`src/rtl/cap_channel.sv`:
```
module cap_channel #(
  parameter int W       = 16,
  parameter int DW      = 32,
  parameter int AW      = 2,
  parameter bit INT_CNT = 1'b0
) (
  input  logic          clk,
  input  logic          rst_n,
  input  logic [W-1:0]  cnt_in,
  input  logic          cap_pin,
  input  logic          wr_en,
  input  logic [AW-1:0] addr,
  input  logic [DW-1:0] wr_data,
  output logic [DW-1:0] rd_data,
  output logic          irq
);
  localparam logic [AW-1:0] A_CTRL = AW'(0);
  localparam logic [AW-1:0] A_CAP  = AW'(1);
  localparam logic [AW-1:0] A_STAT = AW'(2);

  logic [2:0]   ctrl_q;
  logic [W-1:0] cap_q;
  logic [W-1:0] src;
  logic         sync1_q, sync2_q, prev_q, flag_q;
  logic         rise, fall, hit;

  generate
    if (INT_CNT) begin : g_int
      logic [W-1:0] free_q;
      always_ff @(posedge clk)
        if (!rst_n) free_q <= '0;
        else        free_q <= free_q + 1'b1;
      assign src = free_q;
    end else begin : g_ext
      assign src = cnt_in;
    end
  endgenerate

  always_ff @(posedge clk)
    if (!rst_n) {sync1_q, sync2_q, prev_q} <= '0;
    else        {sync1_q, sync2_q, prev_q} <= {cap_pin, sync1_q, sync2_q};

  assign rise = sync2_q & ~prev_q & ctrl_q[0];
  assign fall = ~sync2_q & prev_q & ctrl_q[1];
  assign hit  = rise | fall;

  always_ff @(posedge clk)
    if (!rst_n)                      ctrl_q <= '0;
    else if (wr_en && addr == A_CTRL) ctrl_q <= wr_data[2:0];

  always_ff @(posedge clk)
    if (!rst_n)   cap_q <= '0;
    else if (hit) cap_q <= src;

  always_ff @(posedge clk)
    if (!rst_n)                                     flag_q <= 1'b0;
    else if (hit && ctrl_q[2])                      flag_q <= 1'b1;
    else if (wr_en && addr == A_STAT && wr_data[0]) flag_q <= 1'b0;

  always_comb
    case (addr)
      A_CTRL:  rd_data = DW'(ctrl_q);
      A_CAP:   rd_data = DW'(cap_q);
      A_STAT:  rd_data = DW'(flag_q);
      default: rd_data = '0;
    endcase

  assign irq = flag_q;
endmodule

```
`config.mk`:
```
export PLATFORM = sky130hd
export DESIGN_NAME = cap_channel
export DESIGN_NICKNAME = d
export VERILOG_FILES = /design/src/rtl/cap_channel.sv
export SDC_FILE = /design/constraint.sdc
export NUM_CORES = 1
export LEC_CHECK = 0
export BUFFER_PORTS_ARGS = -buffer_cell sky130_fd_sc_hd__buf_2
export CAP_MARGIN = 10
export CORE_MARGIN = 1.5
export CORE_UTILIZATION = 40
export CTS_CLUSTER_DIAMETER = 100
export CTS_CLUSTER_SIZE = 16
export DETAILED_ROUTE_END_ITERATION = 16
export PLACE_DENSITY = 0.79
export SLEW_MARGIN = 20
export SYNTH_ARGS = -nofsm -noshare
export SYNTH_HDL_FRONTEND = slang
export SYNTH_SLANG_ARGS = --single-unit
```
`constraint.sdc`:
```
create_clock -name clk -period 1.3 [get_ports clk]
set_input_delay 0.065 -clock clk [delete_from_list [all_inputs] [get_ports clk]]
set_output_delay 0.065 -clock clk [all_outputs]
set_load 0.05 [all_outputs]
```
Word level (Yosys, flattened, before mapping):

Index checks and enable logic that the tools add are counted.

* flip-flop bits (word level): 23
* bits in latches: 0
* bits in writable memories: 0
* bits in read-only memories: 0
* bits of input ports: 54
* output and inout port bits: 33
* logic and storage cells: 24
* memories kept: 0

* $add $sub $neg: 0
* $mul: 0
* div/mod/pow operators: 0
* magnitude comparators: 0
* equal/unequal tests: 2
* shifts and indexed selects: 0
* multiplexer cells: 3
* bitwise operators: 7
* reductions and logical operators: 6

Operator list (count)
* one-hot mux 16 bit (3 select lines): 1
* AND 1 bit: 4
* logical AND 1 bit: 4
* equality test 2 x 1 -> 1 bit (second input constant): 1
* equality test 2 bit (second input constant): 1
* zero test 2 bit: 1
* two-way mux 1 bit: 2
* inverter 1 bit: 2
* nonzero test 2 bit: 1
* bitwise OR 1 bit: 1

Depth between registers and ports, before layout:

Gate-level depths: netlist of run 1.

* depth in word-level cells: 6
* mapped depth: 5

Worst setup path before layout of run 1:

Ideal clock, no wire load.

* path type: reg-to-output
* start point: register ctrl_q[0]
* end point: output port rd_data[0]
* arrival time: 1.474 ns
* data required time: 1.235 ns
* path slack: -0.239 ns
* stages on the path, launching flop included: 3
* path buffers: 0
* cells stage by stage: dfxtp_1 > mux2i_1 > o21ai_0

* cells in the longest elaborated chain, start to end: 1

Ends and longest elaborated chain
* start: declaration: RTL line 21 `logic [2:0] ctrl_q;`
* start signal: assignment: RTL line 49 `else if (wr_en && addr == A_CTRL) ctrl_q <= wr_data[2:0];`
* one-hot mux 16 bit (3 select lines): RTL line 61 `case (addr)`
* end: declaration: RTL line 14 `output logic [DW-1:0] rd_data,`

Every way passes these cells.

Worst setup path in the final report of run 1:

Same ends and word-level chain as after synthesis.

==> results of run 1 <==
-- area by class of cell --
| type | count | area share (%) |
|---|---|---|
| flip-flops and latches | 23 | 29.7 |
| repair buffers | 62 | 26.8 |
| clock buffers | 4 | 1.69 |
| well taps | 31 | 2.50 |
| multi-input cells | 102 | 39.4 |
-- worst max-delay path, cell delays in order, from the launching register on --
cell,delay [ps]
dfxtp_1,380
mux2i_1,100
o21ai_2,110
buf_2,260
-- layer usage --
layer  vias up  track usage, %  part of all wire, %
li1        511               -                    -
met1       426            18.5                   44
met2        37            25.2                   48
met3         4            1.13                  5.7
met4         0            7.97                  1.8
met5         -               0                    0
-- state kept, by name (all words and copies together), names as in the netlist --
signal   cells
cap_q       16
ctrl_q       3
irq          1
prev_q       1
sync1_q      1
sync2_q      1
-- where the power goes --
group          leakage, nW  switching (mW)  total (mW)  internal (mW)
combinational        0.636           0.172       0.265         0.0928
sequential           0.186         0.00510       0.720          0.715
clock               0.0150           0.197       0.317          0.119
total                0.837           0.375        1.30          0.927
-- metrics by stage --
stage	utilization, %	std cells	instance area, um2	setup slack (ps)
finish	55.8	222	1550	87.9
global placement	49.1	202	1370	215
floorplan	-	149	1240	201
detailed placement	49.1	202	1370	213
CTS	55.8	222	1550	68.0
global route	55.8	222	1550	30.5
-- placed cells by master (no fill, tap or decap) --
master,instances
nand3b_1,2
nand3_1,1
dfxtp_1,23
buf_2,41
and2_1,16
nand2_1,34
dlygate4sd3_1,16
o21a_1,1
conb_1,16
clkbuf_1,1
nor2b_2,1
mux2i_1,22
buf_12,1
nor3b_4,1
nor2_1,2
buf_4,4
clkbuf_4,3
o21ai_2,1
nor2b_1,3
o21ai_0,1
nand4b_1,1
-- how the worst max path moves through the flow --
stage	to	depth (start not counted)
3_5_place_dp	cap_q[5]$_SDFFE_PN0P_	4
3_3_place_gp	cap_q[3]$_SDFFE_PN0P_	4
5_1_grt	rd_data[0]	3
4_1_cts	rd_data[0]	3
6_report	rd_data[0]	3
2_1_floorplan	rd_data[1]	2
-- logic make-up (layout without fill, tap and decap cells) --
| kind of cell | Yosys count | in the layout | share of synthesized area [%] |
|---|---|---|---|
| and+or+nand+nor | 61 | 61 | 26.2 |
| muxes | 22 | 22 | 18.6 |
| DFF | 23 | 23 | 38.9 |
| buffers and inverters | 24 | 66 | 14.6 |
| other | 1 | 16 | 0.316 |
| AOI/OAI and AO/OA | 3 | 3 | 1.48 |
==> metrics, run 1 <==
HP Class in -> reg; synthesized cell area 0.00118 mm2; Root Driver clkbuf_4; Fillers 252; Avg Inst Size Synth 8.84 um2; Pleak 0.837 nW; Reg2Reg Launch Point prev_q$_SDFF_PN0_; Syn. warnings 0; endpoints failing setup 0; Syn Inst Count 134; Worst Setup End Kind primary output; Pre-Repair DR Iteration Count 4; Achievable Freq 0.825 GHz; Crit. Startpoint ctrl_q[0]$_SDFFE_PN0P_; count leader, synth nand2_1; end of the worst register-to-register path cap_q[5]$_SDFFE_PN0P_; grt total ovfl 0; share of layout cells above drive strength 1 27.2%; H-tree depth 1; Initial Utilization 42.6%; number of distinct library cells after synthesis 18; cell taking the most area after synthesis dfxtp_1; Post-CTS Setup Bufs 0; HPWL Detailed 1.54 mm; critical path class reg -> out; Max-Cap Viols 0; setup_tns 0 ps; die width 57.4 um; Worst EP arrival 1150 ps; Min-Delay Endpoint cap_q[1]$_SDFFE_PN0P_; period utilization 93.2%; Reg clk slew, reported paths 120 ps; Post-CTS Hold Buffers 16; largest net degree at the start of global routing 27; Worst Hold Margin 21.3 ps; power per cell area 838 mW/mm2; io pins 87; row count 19; Synth async-reset ratio 0%; fin nets 246; worst hold start cnt_in[1]; required time at the worst-slack endpoint 1240 ps; Avg WL per Cell 10.1 um; Multi-input gate area 612 um2; global-route wire length before repair 3.80 mm; register area share after synthesis 38.9%; hold path cells 3; Clock Path Buffers 2; status complete, no violations; register area 460 um2; vias per cell 4.41; total wire length 2.24 mm; full die area 0.00330 mm2; Reg2Reg Depth 4; Peak VDD IR 0.000502 V; area delta synth->final 31.0%; vias 978; Antenna Nets Post-Route 0; synthesized flop and latch total 23; top_reg_cell synth dfxtp_1; Port Buffers 41; vias in the first global route 918; CTS buffer count 3; antenna diode count 0; ranking of synthesized cells by area dfxtp_1, mux2i_1, buf_4; crit-path max FO 3; startpoint types register; clock period minus worst slack 1210 ps; RSZ-0062 raised after global routing no; Final Slew Violations 0; initial antenna violation count 0; Core Region 0.00278 mm2; r2r setup slk 190 ps; 1st-iter DRT viols 49; clock skew 1.12 ps; total power draw 1.30 mW; drc violations 0; CTS tree done; Resized Gates After CTS 0; post-synth top area share 38.9%; Post-synth EDFFs 0; gp weighted congestion 0.770; commonest cells in the synthesized netlist nand2_1, dfxtp_1, mux2i_1, buf_4, and2_1; Die H 57.4 um; GR Util All Layers 14.8%; Sink Count 23; Final Hold Viols 0; clk_lat worst skew 300 ps
(Power assumes the default switching activity.)
==> inputs of run 2 (changes only) <==
- SETUP_SLACK_MARGIN: default -> 0.5
==> metrics, run 2 (same netlist as run 1, synthesis figures left out) <==
grt total ovfl 0 (unchanged); Final Slew Violations 0 (unchanged); largest net degree at the start of global routing 41 (was 27); Switching Share 29.7% (was 28.8%); switching power total 0.401 mW (was 0.375 mW); share of layout cells above drive strength 1 50.0% (was 27.2%); Buf/Inv on CP 1 (unchanged); CP max-delay cell dfxtp_2 (was dfxtp_1); logic gate share of total power 22.1% (was 20.3%); HPWL Detailed 1.52 mm (was 1.54 mm); Root Driver clkbuf_4 (unchanged); antenna diode count 0 (unchanged); Peak VDD IR 0.000535 V (was 0.000502 V); Initial Utilization 42.6% (unchanged); GR Util All Layers 18.0% (was 14.8%); io pins 87 (unchanged); Die H 57.4 um (unchanged); power per cell area 691 mW/mm2 (was 838 mW/mm2); total power draw 1.35 mW (was 1.30 mW); required time at the worst-slack endpoint 1240 ps (about the same); Worst Hold Margin 2.25 ps (was 21.3 ps); Flop pwr share 53.5% (was 55.3%); full die area 0.00330 mm2 (unchanged); Port Buffers 41 (unchanged); die width 57.4 um (unchanged); row count 19 (unchanged); Max-Cap Viols 0 (unchanged); period utilization 88.5% (was 93.2%); CTS buffer count 3 (unchanged); vias per cell 4.45 (was 4.41); max FFs per register 16 (unchanged); HP Class in -> reg (unchanged); CTS tree done (unchanged); RSZ-0062 raised after global routing yes (was no); clk_lat worst skew 310 ps (was 300 ps); biggest regs cap_q x16, ctrl_q x3 (unchanged); Fillers 208 (was 252); endpoints failing setup 0 (unchanged); Core Region 0.00278 mm2 (unchanged); Clock Path Buffers 2 (unchanged); Avg WL per Cell 12.4 um (was 10.1 um); Sink Count 23 (unchanged); global-route wire length before repair 4.46 mm (was 3.80 mm); initial antenna violation count 0 (unchanged); setup_tns 0 ps (unchanged); startpoint types register (unchanged); vias in the first global route 953 (was 918); Achievable Freq 0.869 GHz (was 0.825 GHz); Worst EP arrival 1090 ps (was 1150 ps); H-tree depth 1 (unchanged); 1st-iter DRT viols 52 (was 49); most common cell after layout, fill and taps aside nand2_1 (was buf_2); clock period minus worst slack 1150 ps (was 1210 ps); pre-CTS setup slack 138 ps (was 213 ps); highest-count cells in the layout ignoring fill and taps nand2_1, buf_2, mux2i_1, dfxtp_2, dlygate4sd3_1 (was buf_2, nand2_1, dfxtp_1); Largest stage delay, worst path 340 ps (was 380 ps); total wire length 2.86 mm (was 2.24 mm); Multi-input gate area 699 um2 (was 612 um2); Pleak 0.961 nW (was 0.837 nW); drc violations 0 (unchanged); Placed Area 0.00142 mm2 (was 0.00137 mm2); CP top delay family flip-flops (unchanged); register area 489 um2 (was 460 um2); status complete, no violations (unchanged); Worst Setup End Kind primary output (unchanged); Design Area, Final 0.00195 mm2 (was 0.00155 mm2); Top reg by flops cap_q (unchanged); crit-path max FO 2 (was 3); Antenna Nets Post-Route 0 (unchanged); crit-path cells mux2i_1 -> o21ai_2 -> buf_6 (was mux2i_1 -> o21ai_2 -> buf_2); Final Hold Viols 0 (unchanged); clock skew 9.26 ps (was 1.12 ps); critical path class reg -> out (unchanged); Clk network pwr share 24.3% (was 24.4%); Reg clk slew, reported paths 130 ps (was 120 ps); worst setup margin 149 ps (was 87.9 ps); Pre-Repair DR Iteration Count 4 (unchanged); gp weighted congestion 0.701 (was 0.770); vias 1028 (was 978); fin nets 255 (was 246); area delta synth->final 64.6% (was 31.0%); Int Pwr 0.947 mW (was 0.927 mW)
[run 2: cell count changes in the layout (fill, tap and decap cells not counted), moves of 2 or more]
cell | previous run | this run
mux2i_4 | 0 | 2
dfxtp_1 | 23 | 2
buf_4 | 4 | 7
nor2_4 | 0 | 2
mux2i_1 | 22 | 20
buf_12 | 1 | 3
nor2_1 | 2 | 0
buf_2 | 41 | 24
and2_1 | 16 | 3
dfxtp_2 | 0 | 20
buf_8 | 0 | 14
and2_4 | 0 | 13
buf_6 | 0 | 5
[run 2: power by group through the flow]
stage / Clock, mW / Sequential (mW) / Combinational, mW
2_1_floorplan: 0 / 0.735 / 0.214
3_3_place_gp: 0 / 0.736 / 0.231
3_5_place_dp: 0 / 0.736 / 0.231
4_1_cts: 0.338 / 0.722 / 0.288
5_1_grt: 0.367 / 0.723 / 0.317
6_report: 0.328 / 0.722 / 0.298
[run 2: worst paths after layout]
check / cells past startpoint / start / slack [ps] / endpoint
min: 3 / wr_data[1] / 2 / ctrl_q[1]$_SDFFE_PN0P_
max: 3 / cap_q[0]$_SDFFE_PN0P_ / 150 / rd_data[0]
max reg2reg: 4 / prev_q$_SDFF_PN0_ / 190 / cap_q[11]$_SDFFE_PN0P_
min reg2reg: 1 / sync1_q$_SDFF_PN0_ / 460 / sync2_q$_SDFF_PN0_
[run 2: area by class of cell]
cell class / instances / share of cell area, %
well taps: 31 / 1.99
flip-flops and latches: 23 / 25.1
repair buffers: 71 / 35.7
clock buffers: 4 / 1.35
multi-input cells: 102 / 35.9
[run 2: repair_timing]
| item | in CTS | in global routing |
|---|---|---|
| gates cloned | 1 | 0 |
| hold buffers | 17 | 0 |
| endpoints found under the setup margin | 34 | 34 |
| gates resized for setup | 76 | 6 |
| endpoints found under the hold margin | 17 | 0 |
| pin swaps | 3 | 3 |
| buffers inserted | 4 | 4 |
[run 2: tightest hold or removal path: cells and delay by family]
kind,cells,cell delay [ps]
buf+inv,1,70
simple gates,1,90
mux,1,50
[run 2: per-layer routing]
metal / up-vias / wire length [um] / track usage (%)
li1: 527 / - / -
met1: 469 / 1110 / 19.5
met2: 30 / 1610 / 34.1
met3: 2 / 114 / 3.17
met4: 0 / 21 / 6.98
met5: - / 0 / 0
[run 2: through the flow]
stage               utilization (%)  cells
detailed placement             51.1    201
finish                         70.1    231
CTS                            68.1    227
global placement               51.1    201
global route                   70.1    231
floorplan                         -    149
==> inputs of run 3 (changes only) <==
- ABC_AREA: default -> 1
- CTS_CLUSTER_SIZE: 16 -> 40
- PLACE_DENSITY: 0.79 -> 0.78
==> metrics, run 3 <==
Max-Cap Viols 0 (unchanged); HPWL Detailed 1.59 mm (was 1.52 mm); most common cell after layout, fill and taps aside nand2_1 (unchanged); total wire length 2.50 mm (was 2.86 mm); Port Buffers 41 (unchanged); startpoint types register (unchanged); Final Slew Violations 0 (unchanged); register area share after synthesis 37.3% (was 38.9%); Post-synth EDFFs 0 (unchanged); Sink Count 23 (unchanged); period utilization 81.4% (was 88.5%); cell taking the most area after synthesis dfxtp_1 (unchanged); Antenna Nets Post-Route 0 (unchanged); gp weighted congestion 0.775 (was 0.701); vias 1150 (was 1028); Crit. Startpoint irq$_SDFFE_PN0P_ (was cap_q[0]$_SDFFE_PN0P_); fin nets 299 (was 255); total power draw 1.35 mW (about the same); Synth async-reset ratio 0% (unchanged); share of layout cells above drive strength 1 43.4% (was 50.0%); Worst Setup End Kind primary output (unchanged); post-layout util 60.9% (was 70.1%); ranking of synthesized cells by area dfxtp_1, nor2_1, nand2_1 (was dfxtp_1, mux2i_1, buf_4); 1st-iter DRT viols 16 (was 52); required time at the worst-slack endpoint 1240 ps (about the same); Design Area, Final 0.00172 mm2 (was 0.00195 mm2); endpoints failing setup 0 (unchanged); Achievable Freq 0.944 GHz (was 0.869 GHz); worst hold start cnt_in[3] (was wr_data[1]); Reg2Reg Launch Point sync2_q$_SDFF_PN0_ (was prev_q$_SDFF_PN0_); Core Region 0.00283 mm2 (was 0.00278 mm2); clock period minus worst slack 1060 ps (was 1150 ps); die width 58.5 um (was 57.4 um); Pre-Repair DR Iteration Count 4 (unchanged); area delta synth->final 39.8% (was 64.6%); count leader, synth nor2_1 (was nand2_1); Reg clk slew, reported paths 130 ps (about the same); global-route wire length before repair 3.78 mm (was 4.46 mm); Final Hold Viols 0 (unchanged); RSZ-0062 raised after global routing yes (unchanged); Syn. warnings 0 (unchanged); Avg WL per Cell 9.09 um (was 12.4 um); vias per cell 4.18 (was 4.45); commonest cells in the synthesized netlist nor2_1, nand2_1, inv_1, dfxtp_1, buf_4 (was nand2_1, dfxtp_1, mux2i_1, buf_4, and2_1); antenna diode count 0 (unchanged); row count 19 (unchanged); max FFs per register 16 (unchanged); Top reg by flops cap_q (unchanged); biggest regs cap_q x16, ctrl_q x3 (unchanged); crit-path max FO 3 (was 2); clock skew 10.3 ps (was 9.26 ps); clk_lat worst skew 310 ps (about the same); power per cell area 785 mW/mm2 (was 691 mW/mm2); vias in the first global route 972 (was 953); highest-count cells in the layout ignoring fill and taps nand2_1, nor2_1, buf_2 (was nand2_1, buf_2, mux2i_1, dfxtp_2, dlygate4sd3_1); number of distinct library cells after synthesis 15 (was 18); Initial Utilization 43.6% (was 42.6%); largest net degree at the start of global routing 33 (was 41); drc violations 0 (unchanged); status complete, no violations (unchanged); grt total ovfl 0 (unchanged); H-tree depth 1 (unchanged); Placed Area 0.00149 mm2 (was 0.00142 mm2); setup_tns 0 ps (unchanged); Clock Path Buffers 2 (unchanged); top_reg_cell synth dfxtp_1 (unchanged); post-synth top area share 37.3% (was 38.9%); Root Driver clkbuf_4 (unchanged); critical path class reg -> out (unchanged); synthesized cell area 0.00123 mm2 (was 0.00118 mm2); synthesized flop and latch total 23 (unchanged); GR Util All Layers 14.3% (was 18.0%); Peak VDD IR 0.000420 V (was 0.000535 V); full die area 0.00343 mm2 (was 0.00330 mm2); initial antenna violation count 0 (unchanged); Pleak 0.853 nW (was 0.961 nW); CTS tree done (unchanged); Syn Inst Count 199 (was 134); Worst EP arrival 990 ps (was 1090 ps); Fillers 261 (was 208); Avg Inst Size Synth 6.20 um2 (was 8.84 um2); io pins 87 (unchanged); CTS buffer count 3 (unchanged); Die H 58.5 um (was 57.4 um); HP Class in -> reg (unchanged)
-- run 3: final cells by class --
cell class / instances / area [um2] / area share (%)
clock inverter: 1 / 5.00 / 0.290
inverter: 38 / 143 / 8.27
timing repair buffer: 47 / 372 / 21.6
multi-input combinational: 132 / 653 / 37.9
tap: 31 / 38.8 / 2.25
sequential: 23 / 490 / 28.4
clock buffer: 3 / 22.5 / 1.31
-- run 3: path summary, 6_finish.rpt --
check             cells past startpoint  slack [ps]                     to
setup / recovery                      3         240             rd_data[0]
hold / removal                        5          20  cap_q[3]$_SDFFE_PN0P_
setup reg to reg                      6         240  cap_q[0]$_SDFFE_PN0P_
hold reg to reg                       2         420     sync2_q$_SDFF_PN0_
-- run 3: critical path, cell delays in order (launching register included) --
cell     delay [ps]
dfxtp_2         380
nand2_1          70
nand3_2          80
buf_6           150
-- run 3: logic make-up (layout without fill, tap and decap cells) --
| group | count (synthesis) | count (layout) | synth area share (%) |
|---|---|---|---|
| other cells | 1 | 16 | 0.304 |
| simple gates | 111 | 112 | 35.9 |
| flops | 23 | 23 | 37.3 |
| buf+inv | 60 | 89 | 24.8 |
| compound gates | 4 | 4 | 1.62 |
-- run 3: what timing repair did --
item / in CTS / in global routing
buffers inserted: 1 / 1
gates cloned: 0 / 1
gates resized for setup: 65 / 4
hold buffers: 3 / 0
endpoints found under the hold margin: 3 / 0
pin swaps: 15 / 1
setup endpoints to repair: 33 / 34
-- run 3: metal layers --
metal	wire [um]	vias up	global-route usage, %	share of wire, %
li1	-	625	-	-
met1	1120	491	16.2	45
met2	1260	30	25.5	50
met3	70	4	1.54	2.8
met4	51	0	8.64	2.0
met5	0	-	0	0
-- run 3: where the power goes --
group	leakage (nW)	internal (mW)	switching, mW	total, mW
logic	0.638	0.0757	0.210	0.285
registers	0.197	0.724	0.0135	0.738
clock network	0.0177	0.115	0.216	0.331
total	0.853	0.915	0.439	1.35
-- run 3: metrics by stage --
stage,hold slack [ps],setup WS (ps),cells
6_report,19.0,241,275
5_1_grt,13.6,166,275
4_1_cts,6.38,232,273
3_5_place_dp,250,248,265
3_3_place_gp,247,259,265
2_1_floorplan,163,404,214
